$ cat src/rtl/sg_chain_pkg.sv
package sg_chain_pkg;

  localparam int ADDR_W = 64;
  localparam int WORD_W = 32;

  // control/status bit positions (software decodes these)
  localparam int CS_EN      = 0;
  localparam int CS_START   = 1;
  localparam int CS_ABORT   = 2;
  localparam int CS_DONE    = 4;
  localparam int CS_SGIRQ   = 5;
  localparam int CS_EVIRQ   = 6;
  localparam int CS_SGMODE  = 8;
  localparam int CS_EVIRQEN = 10;

  // link-low flag positions
  localparam int LK_EOC   = 1;
  localparam int LK_IRQ   = 2;
  localparam int LK_TOHST = 3;
  localparam int LK_ALIGN = 5;

  // descriptor word indices
  localparam int DW_HOST_LO = 0;
  localparam int DW_HOST_HI = 1;
  localparam int DW_BYTES   = 4;
  localparam int DW_LINK_LO = 6;
  localparam int DW_LINK_HI = 7;

  // register word index (regAddr[3:2])
  localparam logic [1:0] RA_PTR_LO = 2'd0;
  localparam logic [1:0] RA_PTR_HI = 2'd1;
  localparam logic [1:0] RA_CTRL   = 2'd2;

  typedef enum logic [1:0] {ST_IDLE, ST_FETCH, ST_ISSUE, ST_WAIT} engState_t;

  typedef struct packed {
    logic loadPtr;
    logic capWord;
    logic followNext;
  } dpStrobe_t;

endpackage

$ cat src/rtl/sg_chain_dpath.sv
module sg_chain_dpath
  import sg_chain_pkg::*;
#(
  parameter int DESC_WORDS = 8
) (
  input  logic              clk,
  input  logic              rstN,
  input  dpStrobe_t         stb,
  input  logic              ptrLoWr,
  input  logic              ptrHiWr,
  input  logic [WORD_W-1:0] wrData,
  input  logic [WORD_W-1:0] memRdData,
  output logic [WORD_W-1:0] ptrLoQ,
  output logic [WORD_W-1:0] ptrHiQ,
  output logic [ADDR_W-1:0] memRdAddr,
  output logic              lastWord,
  output logic              eocFlag,
  output logic              irqFlag,
  output logic              toHostFlag,
  output logic [ADDR_W-1:0] hostAddr,
  output logic [WORD_W-1:0] byteCount
);

  localparam int IDX_W = $clog2(DESC_WORDS);
  localparam logic [IDX_W-1:0] LAST_IDX = IDX_W'(DESC_WORDS - 1);

  logic [WORD_W-1:LK_ALIGN] ptrLoR;
  logic [WORD_W-1:0]        ptrHiR;
  logic [ADDR_W-1:0]        curAddr;
  logic [IDX_W-1:0]         wordIdx;
  logic [WORD_W-1:0]        hostLoR, hostHiR, bytesR, linkLoR, linkHiR;
  logic [ADDR_W-1:0]        nextAddr;

  assign ptrLoQ    = {ptrLoR, {LK_ALIGN{1'b0}}};
  assign ptrHiQ    = ptrHiR;
  assign memRdAddr = curAddr + ADDR_W'({wordIdx, 2'b00});
  assign lastWord  = (wordIdx == LAST_IDX);
  assign nextAddr  = {linkHiR, linkLoR[WORD_W-1:LK_ALIGN], {LK_ALIGN{1'b0}}};
  assign eocFlag   = linkLoR[LK_EOC];
  assign irqFlag   = linkLoR[LK_IRQ];
  assign toHostFlag = linkLoR[LK_TOHST];
  assign hostAddr  = {hostHiR, hostLoR};
  assign byteCount = bytesR;

  always_ff @(posedge clk) begin
    if (!rstN) begin
      ptrLoR <= '0;
      ptrHiR <= '0;
    end else begin
      if (ptrLoWr) ptrLoR <= wrData[WORD_W-1:LK_ALIGN];
      if (ptrHiWr) ptrHiR <= wrData;
    end
  end

  always_ff @(posedge clk) begin
    if (!rstN) begin
      curAddr <= '0;
      wordIdx <= '0;
    end else if (stb.loadPtr) begin
      curAddr <= {ptrHiR, ptrLoR, {LK_ALIGN{1'b0}}};
      wordIdx <= '0;
    end else if (stb.followNext) begin
      curAddr <= nextAddr;
      wordIdx <= '0;
    end else if (stb.capWord) begin
      wordIdx <= lastWord ? '0 : wordIdx + 1'b1;
    end
  end

  always_ff @(posedge clk) begin
    if (!rstN) begin
      hostLoR <= '0;
      hostHiR <= '0;
      bytesR  <= '0;
      linkLoR <= '0;
      linkHiR <= '0;
    end else if (stb.capWord) begin
      case (wordIdx)
        IDX_W'(DW_HOST_LO): hostLoR <= memRdData;
        IDX_W'(DW_HOST_HI): hostHiR <= memRdData;
        IDX_W'(DW_BYTES):   bytesR  <= memRdData;
        IDX_W'(DW_LINK_LO): linkLoR <= memRdData;
        IDX_W'(DW_LINK_HI): linkHiR <= memRdData;
        default: ;
      endcase
    end
  end


  word_align_chk: assert property (@(posedge clk) disable iff (!rstN)
    memRdAddr[1:0] == 2'b00);

endmodule

$ cat src/rtl/sg_chain_ctrl.sv
module sg_chain_ctrl
  import sg_chain_pkg::*;
(
  input  logic              clk,
  input  logic              rstN,
  input  logic              ctrlWr,
  input  logic [WORD_W-1:0] wrData,
  input  logic              memRdValid,
  input  logic              lastWord,
  input  logic              eocFlag,
  input  logic              irqFlag,
  input  logic              xferReady,
  input  logic              xferDone,
  input  logic              eventIn,
  output dpStrobe_t         stb,
  output logic              memRdReq,
  output logic              xferValid,
  output logic [WORD_W-1:0] csrQ,
  output logic              irq
);

  engState_t state;
  logic enQ, sgModeQ, evEnQ, doneQ, sgIrqQ, evIrqQ;
  logic abortCmd, startCmd, descDone;

  assign abortCmd = ctrlWr && wrData[CS_ABORT];
  assign startCmd = ctrlWr && wrData[CS_EN] && wrData[CS_START] &&
                    wrData[CS_SGMODE] && !wrData[CS_ABORT] && (state == ST_IDLE);
  assign descDone = (state == ST_WAIT) && xferDone && !abortCmd;

  assign memRdReq  = (state == ST_FETCH);
  assign xferValid = (state == ST_ISSUE);

  always_comb begin
    stb            = '0;
    stb.loadPtr    = startCmd;
    stb.capWord    = (state == ST_FETCH) && memRdValid && !abortCmd;
    stb.followNext = descDone && !eocFlag;
  end

  always_ff @(posedge clk) begin
    if (!rstN) begin
      state <= ST_IDLE;
      doneQ <= 1'b1;
    end else if (abortCmd) begin
      state <= ST_IDLE;
      doneQ <= 1'b1;
    end else begin
      case (state)
        ST_IDLE:  if (startCmd) begin
                    state <= ST_FETCH;
                    doneQ <= 1'b0;
                  end
        ST_FETCH: if (memRdValid && lastWord) state <= ST_ISSUE;
        ST_ISSUE: if (xferReady) state <= ST_WAIT;
        ST_WAIT:  if (xferDone) begin
                    if (eocFlag) begin
                      state <= ST_IDLE;
                      doneQ <= 1'b1;
                    end else begin
                      state <= ST_FETCH;
                    end
                  end
        default:  state <= ST_IDLE;
      endcase
    end
  end

  always_ff @(posedge clk) begin
    if (!rstN) begin
      enQ     <= 1'b0;
      sgModeQ <= 1'b0;
      evEnQ   <= 1'b0;
      sgIrqQ  <= 1'b0;
      evIrqQ  <= 1'b0;
    end else begin
      if (ctrlWr) begin
        enQ     <= wrData[CS_EN];
        sgModeQ <= wrData[CS_SGMODE];
        evEnQ   <= wrData[CS_EVIRQEN];
      end
      if (descDone && irqFlag)              sgIrqQ <= 1'b1;
      else if (ctrlWr && wrData[CS_SGIRQ])  sgIrqQ <= 1'b0;
      if (eventIn)                          evIrqQ <= 1'b1;
      else if (ctrlWr && wrData[CS_EVIRQ])  evIrqQ <= 1'b0;
    end
  end

  always_comb begin
    csrQ             = '0;
    csrQ[CS_EN]      = enQ;
    csrQ[CS_DONE]    = doneQ;
    csrQ[CS_SGIRQ]   = sgIrqQ;
    csrQ[CS_EVIRQ]   = evIrqQ;
    csrQ[CS_SGMODE]  = sgModeQ;
    csrQ[CS_EVIRQEN] = evEnQ;
  end

  assign irq = sgIrqQ | (evIrqQ & evEnQ);


  abort_sets_done_chk: assert property (@(posedge clk) disable iff (!rstN)
    (ctrlWr && wrData[CS_ABORT]) |=> (doneQ && !memRdReq && !xferValid));


  done_needs_ack_chk: assert property (@(posedge clk) disable iff (!rstN)
    $rose(doneQ) |-> ($past(xferDone) || $past(ctrlWr && wrData[CS_ABORT])));


  sg_irq_source_chk: assert property (@(posedge clk) disable iff (!rstN)
    $rose(sgIrqQ) |-> $past(xferDone && irqFlag));


  start_clears_done_chk: assert property (@(posedge clk) disable iff (!rstN)
    $rose(memRdReq) && $past(state == ST_IDLE) |-> !doneQ);

endmodule

$ cat src/rtl/sg_chain_engine.sv
module sg_chain_engine
  import sg_chain_pkg::*;
#(
  parameter int DESC_WORDS = 8
) (
  input  logic        clk,
  input  logic        rstN,
  input  logic        regWrEn,
  input  logic [3:0]  regAddr,
  input  logic [31:0] regWrData,
  output logic [31:0] regRdData,
  output logic        memRdReq,
  output logic [63:0] memRdAddr,
  input  logic        memRdValid,
  input  logic [31:0] memRdData,
  output logic        xferValid,
  output logic [63:0] xferHostAddr,
  output logic [31:0] xferBytes,
  output logic        xferToHost,
  input  logic        xferReady,
  input  logic        xferDone,
  input  logic        eventIn,
  output logic        irq
);

  dpStrobe_t         stb;
  logic [WORD_W-1:0] ptrLoQ, ptrHiQ, csrQ;
  logic              lastWord, eocFlag, irqFlag;
  logic [1:0]        regIdx;

  assign regIdx = regAddr[3:2];

  sg_chain_dpath #(.DESC_WORDS(DESC_WORDS)) u_dpath (
    .clk        (clk),
    .rstN       (rstN),
    .stb        (stb),
    .ptrLoWr    (regWrEn && regIdx == RA_PTR_LO),
    .ptrHiWr    (regWrEn && regIdx == RA_PTR_HI),
    .wrData     (regWrData),
    .memRdData  (memRdData),
    .ptrLoQ     (ptrLoQ),
    .ptrHiQ     (ptrHiQ),
    .memRdAddr  (memRdAddr),
    .lastWord   (lastWord),
    .eocFlag    (eocFlag),
    .irqFlag    (irqFlag),
    .toHostFlag (xferToHost),
    .hostAddr   (xferHostAddr),
    .byteCount  (xferBytes)
  );

  sg_chain_ctrl u_ctrl (
    .clk        (clk),
    .rstN       (rstN),
    .ctrlWr     (regWrEn && regIdx == RA_CTRL),
    .wrData     (regWrData),
    .memRdValid (memRdValid),
    .lastWord   (lastWord),
    .eocFlag    (eocFlag),
    .irqFlag    (irqFlag),
    .xferReady  (xferReady),
    .xferDone   (xferDone),
    .eventIn    (eventIn),
    .stb        (stb),
    .memRdReq   (memRdReq),
    .xferValid  (xferValid),
    .csrQ       (csrQ),
    .irq        (irq)
  );

  always_comb begin
    case (regIdx)
      RA_PTR_LO: regRdData = ptrLoQ;
      RA_PTR_HI: regRdData = ptrHiQ;
      RA_CTRL:   regRdData = csrQ;
      default:   regRdData = '0;
    endcase
  end


  cmd_hold_chk: assert property (@(posedge clk) disable iff (!rstN)
    (xferValid && !xferReady) |=> (xferValid && $stable(xferHostAddr) &&
                                   $stable(xferBytes) && $stable(xferToHost)));

endmodule

$ cat config.mk
export PLATFORM = sky130hd
export DESIGN_NAME = sg_chain_engine
export DESIGN_NICKNAME = d
export VERILOG_FILES = /design/src/rtl/sg_chain_pkg.sv /design/src/rtl/sg_chain_dpath.sv /design/src/rtl/sg_chain_ctrl.sv /design/src/rtl/sg_chain_engine.sv
export SDC_FILE = /design/constraint.sdc
export NUM_CORES = 1
export LEC_CHECK = 0
export BUFFER_PORTS_ARGS = -buffer_cell sky130_fd_sc_hd__buf_2
export CAP_MARGIN = 20
export CORE_MARGIN = 2
export CORE_UTILIZATION = 59
export CTS_BUF_LIST = sky130_fd_sc_hd__clkbuf_4 sky130_fd_sc_hd__clkbuf_8 sky130_fd_sc_hd__clkbuf_16
export CTS_CLUSTER_DIAMETER = 80
export DETAILED_ROUTE_END_ITERATION = 6
export HOLD_SLACK_MARGIN = 0.15
export MAX_ROUTING_LAYER = met4
export PLACE_DENSITY = 0.85
export SYNTH_ARGS = -nofsm -noshare
export SYNTH_HDL_FRONTEND = slang
export SYNTH_HIERARCHICAL = 1
export SYNTH_SLANG_ARGS = --single-unit
$ cat constraint.sdc
create_clock -name clk -period 3.6 [get_ports clk]
set_input_delay 0.54 -clock clk [delete_from_list [all_inputs] [get_ports clk]]
set_output_delay 0.54 -clock clk [all_outputs]
set_load 0.02 [all_outputs]
==> results of run 1 <==
cells by family after synthesis:
kind of cell | Yosys count | synth area share (%)
buffers and inverters | 149 | 7.35
multiplexers | 281 | 22.2
AND/OR/NAND/NOR | 346 | 13.8
AO/OA/AOI/OAI | 167 | 11.2
other | 2 | 0.0579
adder cells (fa/ha/maj) | 11 | 1.06
flip-flops | 287 | 44.3
tightest hold or removal path, delay by kind of cell:
family | cells | cell delay [ns]
AO/OA/AOI/OAI | 1 | 0.03
AND/OR/NAND/NOR | 1 | 0.08
buffers and inverters | 1 | 0.08
per-stage QoR:
step           cell area (µm²)  std cells  utilization, %  setup WS [ns]
2_1_floorplan            13100       1274               -           1.17
3_5_place_dp             14100       1702            65.2          0.758
5_1_grt                  15200       1757            70.0          0.679
6_report                 15200       1757            70.0          0.753
4_1_cts                  15200       1754            69.9          0.771
3_3_place_gp             14100       1702            65.2          0.753
cell type report:
class	instances	area share [%]
flip-flops and latches	287	37.9
clock inverters	9	1.01
well taps	280	2.31
diodes	3	0.0495
multi-input cells	838	42.3
inverters	6	0.148
repair buffers	291	10.6
clock buffers	43	5.76
power by group:
group	switching [µW]	internal (µW)
registers	32.3	3220
logic	290	178
clock network	1230	1960
state kept, by name, summed over array words and instances (netlist names):
register	count
u_dpath/curAddr	59
u_dpath/byteCount	32
u_dpath/hostHiR	32
u_dpath/hostLoR	32
u_dpath/linkHiR	32
u_dpath/ptrHiQ	32
u_dpath/linkLoR	30
u_dpath/ptrLoR	27
u_dpath/wordIdx	3
u_ctrl/state	2
u_ctrl/doneQ	1
u_ctrl/enQ	1
u_ctrl/evEnQ	1
u_ctrl/evIrqQ	1
u_ctrl/sgIrqQ	1
u_ctrl/sgModeQ	1
final timing paths:
kind	cells after the start	end	slack, ns	from
setup reg to reg	6	u_dpath/curAddr[18]$_SDFFE_PN0P_	1.14	u_ctrl/state[0]$_SDFFE_PP0P_
hold reg to reg	2	u_dpath/hostLoR[17]$_SDFFE_PN0P_	0.45	u_dpath/hostLoR[17]$_SDFFE_PN0P_
setup / recovery	6	regRdData[24]	0.75	regAddr[2]
hold / removal	3	u_ctrl/evIrqQ$_SDFFE_PN0P_	0.24	eventIn
routing by layer:
metal  vias to the layer above  part of all wire [%]
li1                       4647                     -
met5                         -                     0
met3                        69                   5.3
met1                      4452                    47
met2                       297                    44
met4                         0                   3.8
cell usage in the layout (no fill, tap or decap), types with 33 or more instances in the layout:
| master | n |
|---|---|
| a21boi_0 | 34 |
| buf_2 | 265 |
| conb_1 | 33 |
| dfxtp_1 | 287 |
| mux2_2 | 59 |
| mux2i_1 | 222 |
| nand2_1 | 168 |
| nand2b_1 | 46 |
| nor2b_1 | 62 |
| o211a_1 | 59 |
==> results.md, run 1 <==
* Post-CTS Setup Bufs at 0
* Clock Latency Late Sink at 0.55 ns
* CTS tree: yes
* Global route overflow at 0
* Area of the multi-input gates at 6420 µm²
* Initial antenna violation count at 3
* Worst path required time at about 3 ns
* HP Class: in2reg
* Met2 usage at 38.5%
* Final setup viols at 0
* Max Fanout on Critical Path at 34
* First-pass GRT wire length at between 40 and 50 mm
* Cell count after synthesis at roughly 1200
* Number of synthesized flops with an enable pin at 0
* Max-cap violation count at 0
* Via-to-Cell Ratio at ~5.4
* Endpoints failing hold at 0
* Max clock buf depth at 3
* Distinct cells, synth at between 40 and 50
* Top FF cell, synth: dfxtp_1
* Leak pwr at 0.00789 µW
* Slew Limit Fails at 0
* YS warnings at 6
* M3 GR Usage at roughly 3.2%
* Htree depth at 1
* Number of synthesized register bits at 287
* Synth cell count leaders: 287 x dfxtp_1, 222 x mux2i_1, 168 x nand2_1
* Worst clock skew at between 0.02 and 0.03 ns
* # port buffers at roughly 270
* Slew margin rel. at between 30% and 40%
* Num rows at 54
* Critical Path Source Type: primary input
* Final critical-path required period at 2.85 ns
* Gpl congestion at ~0.9
* Most area-consuming cells after synthesis: dfxtp_1 44%, mux2i_1 17%, mux2_2 5.1%
* Io pins at about 270
* Worst Path Buf+Inv at 4
* Setup TNS at 0 ns
* P&R area growth vs syn at 17.0%
* Die area at 23200 µm²
* CP Cell Sequence: buf_2 -> buf_4 -> nor2b_4 -> buf_4 -> o2bb2ai_1 -> buf_2
* Share of layout cells above drive strength 1 at 28.4%
* Top-count cell post-synth: dfxtp_1
* Fin nets at about 1500
* Initial core utilization at about three fifths
* DP HPWL at between 20 and 25 mm
* Die width at 152 µm
* CP delay by family, top: buffers and inverters
* Post-route ant nets at 0
* Gr usage total at a little over a quarter
* Via count at between 9000 and 10000
* # DRC at 0
* Critical-path top delay cell: nor2b_4
* CTS root buf: clkbuf_16
* Peak supply drop at roughly 0.00037 V
* Synth top area share at 44.3%
* Worst Path Arrival at 2.31 ns
* Power Total at roughly 7000 µW
* Wire per inst at between 15 and 20 µm
* GR Util met1 at between 30% and 40%
* Ys async rst share at 0%
* Height of the die at 152 µm
* Register area at about 5700 µm²
* Vias in the first global route at approximately 8900
* CP endpoint kind: output port
* TritonCTS Sinks at about 290
* Top cell type by total area after synthesis: dfxtp_1
* CTS buffer count at 29
* Status: finished clean
* Initial DRC Count at ~570
* Filler Cell Count at approximately 1600
* Post_cts resized at 0
* Max Freq at approximately 0.35 GHz
* Largest net degree at the start of global routing at roughly 120
* Register area share after synthesis at between 40% and 50%
* Worst-Margin Slew at 0.984 ns
* Mapped Area at 13000 µm²
* Gr busiest metal: met1
* Cell Pwr Density at approximately 460 nW/µm²
* Worst hold slack at 0.236 ns
* Avg Inst Size Synth at ~10 µm²
* Worst-path clk slew at around 0.060 ns
* Max incr delay on CP at 0.59 ns
* Core area at 21700 µm²
* RSZ-0062 raised after global routing: false
* Period utilisation layout at 79.1%
* Final WL at between 30 and 40 mm
* TritonRoute pass-1 iters at 5
* # hold bufs at CTS at 0
* Setup Crit Path Kind: in2out
No activity file was read; power rests on OpenSTA's default activity.
==> inputs of run 2 (changes only) <==
--- a/config.mk
+++ b/config.mk
@@ -8,13 +8,13 @@
 export BUFFER_PORTS_ARGS = -buffer_cell sky130_fd_sc_hd__buf_2
 export CAP_MARGIN = 20
 export CORE_MARGIN = 2
-export CORE_UTILIZATION = 59
+export CORE_UTILIZATION = 55
 export CTS_BUF_LIST = sky130_fd_sc_hd__clkbuf_4 sky130_fd_sc_hd__clkbuf_8 sky130_fd_sc_hd__clkbuf_16
 export CTS_CLUSTER_DIAMETER = 80
 export DETAILED_ROUTE_END_ITERATION = 6
 export HOLD_SLACK_MARGIN = 0.15
 export MAX_ROUTING_LAYER = met4
-export PLACE_DENSITY = 0.85
+export PLACE_DENSITY = 0.8
 export SYNTH_ARGS = -nofsm -noshare
 export SYNTH_HDL_FRONTEND = slang
 export SYNTH_HIERARCHICAL = 1
==> constraint.sdc (replaced) <==
create_clock -name clk -period 2.7 [get_ports clk]
set_input_delay 0.405 -clock clk [delete_from_list [all_inputs] [get_ports clk]]
set_output_delay 0.405 -clock clk [all_outputs]
set_load 0.02 [all_outputs]
==> run 2 against run 1 <==
Effect of this change: sequential share of layout area decreased by 1.4 points; critical path depth down 1; first-iteration DRC count increased by 8.4%; count of clock-buffer cells in the layout increased by 2; utilization fell by 2.4 points; clock skew decreased by 0.013 ns; cell count rose by 4.7%; clock power up 45%; highest routed layer unchanged.
==> results.md, run 2 (synthesized netlist as in run 1, its figures left out) <==
* CP Launch Point: u_ctrl/state[1]$_SDFFE_PP0P_
* WL met2 at 14.0 mm (+2.0%)
* Wire per inst at 17.5 µm (-2.8%)
* Most common cell after layout, fill and taps aside: dfxtp_1
* CP Cell Sequence: inv_1 -> ha_1 -> and3_2 -> and3b_2 -> mux2i_1
* Max Fanout on Critical Path at 32 (-5.9%)
* Die width at 158 µm (+3.5%)
* Setup Crit Path Kind: reg2reg
* Via-to-Cell Ratio at 5.20 (-3.5%)
* Placed Area at 14300 µm² (+1.3%)
* RSZ-0062 raised after global routing: false
* Critical-path top delay cell: and3b_2
* CP endpoint kind: flip-flop
* Share of layout cells above drive strength 1 at 28.3% (about the same)
* Cell Pwr Density at 611 nW/µm² (+34%)
* Final setup viols at 0 (unchanged)
* Most flops, register: u_dpath/curAddr
* Max incr delay on CP at 0.89 ns (+0.30 ns)
* Fin nets at 1580 (+2.7%)
* Peak supply drop at 0.000342 V (-6.7%)
* Critical Path Source Type: flip-flop
* CTS root buf: clkbuf_16
* Max-cap violation count at 0 (unchanged)
* Met3 WL at 1.52 mm (-8.6%)
* TritonRoute pass-1 iters at 6 (+1)
* Gpl congestion at 0.876 (-2.9%)
* Io pins at 271 (unchanged)
* Reg2reg end: u_dpath/hostLoR[14]$_SDFFE_PN0P_
* Top routing layer used: met4
* Worst-Margin Slew at 0.999 ns (+0.0147 ns)
* Filler Cell Count at 1795 (+10%)
* Post-route ant nets at 0 (unchanged)
* CTS tree: yes
* FF-to-FF Start: u_ctrl/state[1]$_SDFFE_PP0P_
* Worst reg-to-reg path cell count at 5 (-1)
* Worst path required time at 3.18 ns (+0.12 ns)
* HP Class: in2reg
* # port buffers at 266 (unchanged)
* Slew Limit Fails at 0 (unchanged)
* Clock Latency Late Sink at 0.56 ns (about the same)
* Hold Crit Depth at 3 (unchanged)
* Most frequent cells in the layout: 287 x dfxtp_1, 265 x buf_2, 222 x mux2i_1, 168 x nand2_1, 62 x nor2b_1
* Worst-path clk slew at 0.06 ns (about the same)
* CP Capture Point: u_dpath/hostLoR[14]$_SDFFE_PN0P_
* DP HPWL at 22.8 mm (+3.3%)
* Setup TNS at 0 ns (unchanged)
* CTS buffer count at 30 (+3.4%)
* # DRC at 0 (unchanged)
* Max reg flops at 59 (unchanged)
* Worst clock skew at 0.0145 ns (-0.0131 ns)
* Post-route cell area at 15800 µm² (+3.9%)
* P&R area growth vs syn at 21.6%
* Max Freq at roughly 0.44 GHz
* Final critical-path required period at about 2.3 ns
* Endpoints failing hold at 0 (unchanged)
* Period utilisation layout at between 80% and 90%
* Global route overflow at 0 (unchanged)
* Routed met1 length at 15.9 mm (+5.9%)
* Initial core utilization at 55.6% (-4.2 points)
* Worst Path Arrival at 2.76 ns (+0.45 ns)
* Largest net degree at the start of global routing at 78 (-36%)
* Final WL at 32.2 mm (+1.7%)
* Via count at 9562 (+1.0%)
* Initial DRC Count at 620 (+8.4%)
* First-pass GRT wire length at 48.8 mm (-1.1%)
* R2r setup slk at 0.42 ns (-0.72 ns)
* Gr usage total at 25.4% (-1.4 points)
* Num rows at 56 (+3.7%)
* Status: finished clean
* Height of the die at 158 µm (+3.5%)
* Slew margin rel. at 33.4% (-0.98 points)
* TritonCTS Sinks at 287 (unchanged)
* Core area at 23300 µm² (+7.6%)
* Initial antenna violation count at 2 (-1)
* Leak pwr at 0.00814 µW (+3.1%)
* Vias in the first global route at 9047 (+1.5%)
* Htree depth at 1 (unchanged)
* Max clock buf depth at 3 (unchanged)
* Die area at 24800 µm² (+7.1%)
* Post_cts resized at 0 (unchanged)
-- run 2: changes by cell type in the layout (fill, tap and decap cells not counted), moves of 2 or more --
cell           before  now
buf_12              6   11
buf_4              19   23
bufinv_16           4    6
clkbuf_8            7   10
dlygate4sd3_1       0   31
-- run 2: final cells by class --
type | count | area, µm² | share of cell area, %
clock inverter | 10 | 216 | 1.37
inverter | 6 | 22.5 | 0.143
multi-input combinational | 838 | 6420 | 40.7
timing repair buffer | 331 | 2040 | 13.0
tap | 319 | 399 | 2.53
sequential | 287 | 5750 | 36.4
clock buffer | 45 | 920 | 5.83
antenna | 3 | 7.51 | 0.0476
-- run 2: how the worst min path moves through the flow --
stage / slack [ns] / to / from
3_5_place_dp: 0.45 / u_dpath/hostLoR[15]$_SDFFE_PN0P_ / u_dpath/hostLoR[15]$_SDFFE_PN0P_
4_1_cts: 0.16 / u_dpath/ptrHiQ[5]$_SDFFE_PN0P_ / regWrData[5]
6_report: 0.17 / u_dpath/ptrHiQ[5]$_SDFFE_PN0P_ / regWrData[5]
2_1_floorplan: 0.44 / u_dpath/linkLoR[10]$_SDFFE_PN0P_ / u_dpath/linkLoR[10]$_SDFFE_PN0P_
5_1_grt: 0.18 / u_dpath/ptrLoR[5]$_SDFFE_PN0P_ / regWrData[5]
3_3_place_gp: 0.44 / u_dpath/hostLoR[14]$_SDFFE_PN0P_ / u_dpath/hostLoR[14]$_SDFFE_PN0P_
-- run 2: power breakdown --
part / internal, µW / switching [µW]
Combinational: 271 / 392
Sequential: 4290 / 44.4
Clock: 2920 / 1710
Total: 7480 / 2150
-- run 2: metrics by stage --
stage | hold slack, ns | power, µW | std cells | setup WS (ns) | util [%]
after floorplan | 0.435 | 4880 | 1274 | 0.400 | -
after global placement | 0.440 | 5040 | 1750 | 0.286 | 61.4
after detailed placement | 0.449 | 5050 | 1750 | 0.211 | 61.4
after CTS | 0.156 | 9680 | 1836 | 0.404 | 67.6
after global routing | 0.183 | 9910 | 1838 | 0.249 | 67.6
final | 0.170 | 9630 | 1839 | 0.420 | 67.6
-- run 2: routing by layer --
metal,vias up,GRT usage (%)
met3,50,3.53
met4,0,7.58
met5,-,-
met1,4510,36.3
met2,271,37.6
li1,4731,-
-- run 2: what timing repair did --
item                                    in CTS  in global routing
buffers inserted                             0                  0
endpoints found under the setup margin       0                  0
endpoints found under the hold margin       55                  0
hold buffers                                31                  0
-- run 2: critical path, delay by kind of cell (launching register included) --
family / cells / cell delay (ns)
adder cells (fa/ha/maj): 1 / 0.21
buffers and inverters: 1 / 0.13
AND/OR/NAND/NOR: 2 / 1.21
multiplexers: 1 / 0.29
flip-flops: 1 / 0.34
==> inputs of run 3 (changes only) <==
--- a/config.mk
+++ b/config.mk
@@ -5,16 +5,17 @@
 export SDC_FILE = /design/constraint.sdc
 export NUM_CORES = 1
 export LEC_CHECK = 0
+export ABC_AREA = 1
 export BUFFER_PORTS_ARGS = -buffer_cell sky130_fd_sc_hd__buf_2
 export CAP_MARGIN = 20
 export CORE_MARGIN = 2
-export CORE_UTILIZATION = 55
+export CORE_UTILIZATION = 49
 export CTS_BUF_LIST = sky130_fd_sc_hd__clkbuf_4 sky130_fd_sc_hd__clkbuf_8 sky130_fd_sc_hd__clkbuf_16
 export CTS_CLUSTER_DIAMETER = 80
 export DETAILED_ROUTE_END_ITERATION = 6
 export HOLD_SLACK_MARGIN = 0.15
 export MAX_ROUTING_LAYER = met4
-export PLACE_DENSITY = 0.8
+export PLACE_DENSITY = 0.76
 export SYNTH_ARGS = -nofsm -noshare
 export SYNTH_HDL_FRONTEND = slang
 export SYNTH_HIERARCHICAL = 1
==> constraint.sdc (replaced) <==
create_clock -name clk -period 1.8 [get_ports clk]
set_input_delay 0.27 -clock clk [delete_from_list [all_inputs] [get_ports clk]]
set_output_delay 0.27 -clock clk [all_outputs]
set_load 0.02 [all_outputs]
==> run 3 against run 2 <==
Effect of this change: power up 61%; worst setup slack worse by 0.37 ns; first-iteration DRC count up 78%; combinational power rose to 3.3 times the previous value; critical path type unchanged; largest power group is now registers.
==> results.md, run 3 <==
* CP Cell Sequence: inv_2 -> ha_1 -> nand2_1 -> nor2_1 -> buf_6 -> nand3_4 -> clkbuf_16 -> nor2_1 -> nor2_1
* CP endpoint kind: flip-flop
* Most common cell after layout, fill and taps aside: nand2_1
* Worst-path clk slew at 0.06 ns (about the same)
* RSZ-0062 raised after global routing: false
* Height of the die at 165 µm (+4.6%)
* Worst reg-to-reg path cell count at 9 (+4)
* Synth cell count leaders: 544 x nand2_1, 445 x nor2_1, 287 x dfxtp_1
* Mapped Area at 12700 µm² (-2.2%)
* Largest net degree at the start of global routing at 117 (+50%)
* Leak pwr at 0.00856 µW (+5.2%)
* Synth top area share at 45.3% (+1.0 points)
* Endpoints failing hold at 0 (unchanged)
* Worst clock skew at 0.0179 ns (+0.00345 ns)
* Ys async rst share at 0% (unchanged)
* # port buffers at 266 (unchanged)
* Number of synthesized register bits at 287 (unchanged)
* Slew Limit Fails at 0 (unchanged)
* Max Freq at 0.572 GHz (+31%)
* Most frequent cells in the layout: 543 x nand2_1, 444 x nor2_1, 285 x dfxtp_1, 265 x buf_2, 176 x inv_1
* Post-route ant nets at 0 (unchanged)
* Cell Pwr Density at 956 nW/µm² (+57%)
* Initial DRC Count at 1105 (+78%)
* Distinct cells, synth at 31 (-30%)
* Hold EP: u_dpath/wordIdx[0]$_SDFFE_PP0P_
* Io pins at 271 (unchanged)
* Die area at 27200 µm² (+9.5%)
* Critical-path top delay cell: dfxtp_2
* First-pass GRT wire length at 58.6 mm (+20%)
* Share of layout cells above drive strength 1 at 18.4% (-10 points)
* Cell count after synthesis at 1903 (+53%)
* Fin nets at 2299 (+46%)
* CTS buffer count at 30 (unchanged)
* Max incr delay on CP at 0.35 ns (-0.54 ns)
* Hold Crit Start: memRdValid
* Worst Path Arrival at 2.20 ns (-0.56 ns)
* Wire per inst at 14.9 µm (-15%)
* Ant. Diodes at 0 (-3)
* Final critical-path required period at 1.75 ns (-0.534 ns)
* Number of synthesized flops with an enable pin at 0 (unchanged)
* Register area share after synthesis at 45.3% (+1.0 points)
* YS warnings at 6 (unchanged)
* Power Total at 15500 µW (+61%)
* Top cell type by total area after synthesis: dfxtp_1
* Util after Layout at 64.1% (-3.5 points)
* Pre-CTS setup slack at -0.190 ns (-0.401 ns)
* Worst path required time at 2.25 ns (-0.93 ns)
* Max Fanout on Critical Path at 29 (-9.4%)
* Core area at 25300 µm² (+8.5%)
* Vias in the first global route at 11600 (+28%)
* Global route overflow at 0 (unchanged)
* R2r setup slk at 0.05 ns (-0.37 ns)
* Most flops, register: u_dpath/curAddr
* Max-cap violation count at 0 (unchanged)
* Peak supply drop at 0.000740 V (+120%)
* TritonRoute pass-1 iters at 7 (+1)
* Crit-path most repeated cell: nor2_1
* Top FF cell, synth: dfxtp_1
* Gpl congestion at 0.851 (-2.8%)
* # DRC at 0 (unchanged)
* Avg Inst Size Synth at 6.66 µm² (-36%)
* Post-route worst setup slack at 0.0532 ns (-0.366 ns)
* Hold Crit Depth at 6 (+3)
* Gr usage total at 27.7% (+2.3 points)
* CTS tree: yes
* FF-to-FF Start: u_ctrl/state[1]$_SDFFE_PP0P_
* Final WL at 38.3 mm (+19%)
* Clock Latency Late Sink at 0.56 ns (about the same)
* Most area-consuming cells after synthesis: dfxtp_1 45%, nand2_1 16%, nor2_1 13%
* Initial antenna violation count at 0 (-2)
* P&R area growth vs syn at 27.9%
* Filler Cell Count at 2188 (+22%)
* Top-count cell post-synth: nand2_1
* Via count at 12600 (+32%)
* Via-to-Cell Ratio at 4.90 (-5.7%)
* Reg2reg end: u_dpath/linkLoR[8]$_SDFFE_PN0P_
* Htree depth at 1 (unchanged)
* Die width at 165 µm (+4.6%)
* Setup Crit Path Kind: reg2reg
* Final setup viols at 0 (unchanged)
* Period utilisation layout at 97.0% (+13 points)
* Critical Path Source Type: flip-flop
* TritonCTS Sinks at 287 (unchanged)
* Status: finished clean
* Max clock buf depth at 3 (unchanged)
* Num rows at 58 (+3.6%)
* CTS root buf: clkbuf_16
* Max reg flops at 59 (unchanged)
* DP HPWL at 24.5 mm (+7.2%)
* Initial core utilization at 50.1% (-5.5 points)
* HP Class: in2reg
==> run 3: cell types whose count changed after synthesis, moves of 34 or more <==
cell	previous run	this run
inv_1	6	178
nor2_1	2	445
o211a_1	59	0
mux2_2	59	0
a21boi_0	34	0
nand2b_1	46	0
nor2b_1	62	0
nand3_1	2	97
o21ai_0	1	139
mux2i_1	222	0
nand2_1	168	544
==> run 3: layout make-up <==
type                            instances  area, µm²  area share, %
Multi-Input combinational cell       1316       5530           34.1
Sequential cell                       287       5750           35.4
Timing Repair Buffer                  394       2770           17.1
Clock buffer                           41        883           5.44
Inverter                              184        701           4.32
Tap cell                              330        413           2.54
Clock inverter                         14        184           1.13
==> run 3: logic make-up after synthesis <==
kind of cell    Yosys count  synth area share, %
compound gates          163                 6.47
fa+ha+maj                11                 1.09
buf+inv                 332                 12.6
flops                   287                 45.3
other cells               2               0.0592
simple gates           1108                 34.5
==> run 3: power by group <==
part	internal, µW	switching (µW)	leakage [µW]
clock network	4000	2600	0.000536
registers	6600	162	0.00232
logic	769	1400	0.00570
==> run 3: metrics by stage <==
stage	hold slack (ns)	TNS [ns]	cells	area, µm²
after floorplan	0.387	-3.83	1934	12900
after CTS	0.260	0	2556	16000
after global routing	0.271	0	2566	16200
after detailed placement	0.429	-30.05	2431	14200
final	0.258	0	2566	16200
after global placement	0.425	-19.86	2431	14200
==> run 3: metal layers <==
layer,GRT usage (%),share of wire [%]
met4,8.46,2.9
met1,36.5,44
met3,5.25,8.1
met2,43.4,45
met5,-,0
==> run 3: timing repair <==
| action | in CTS | in global routing |
|---|---|---|
| hold endpoints to repair | 226 | 0 |
| gates cloned | 1 | 5 |
| gates resized for setup | 0 | 16 |
| pin swaps | 1 | 2 |
| endpoints found under the setup margin | 7 | 183 |
| hold buffers | 69 | 0 |
| buffers inserted | 0 | 5 |
==> run 3: worst max path at each step <==
stage               slack (ns)                                to                    startpoint  cells after the start
global placement         -0.14  u_dpath/linkHiR[30]$_SDFFE_PN0P_                    regAddr[3]                     11
global route             0.005   u_dpath/linkLoR[8]$_SDFFE_PN0P_  u_ctrl/state[1]$_SDFFE_PP0P_                      9
finish                    0.05   u_dpath/linkLoR[8]$_SDFFE_PN0P_  u_ctrl/state[1]$_SDFFE_PP0P_                      9
floorplan                -0.11  u_dpath/curAddr[53]$_SDFFE_PN0P_                    regAddr[3]                     16
CTS                       0.02  u_dpath/linkHiR[30]$_SDFFE_PN0P_  u_ctrl/state[1]$_SDFFE_PP0P_                      9
detailed placement       -0.19  u_dpath/linkLoR[14]$_SDFFE_PN0P_                    regAddr[3]                     12
==> run 3: critical path, delay by kind of cell, from the launching register on <==
kind | cells | cell delay (ns)
flops | 1 | 0.35
simple gates | 5 | 0.61
fa+ha+maj | 1 | 0.18
buf+inv | 3 | 0.51
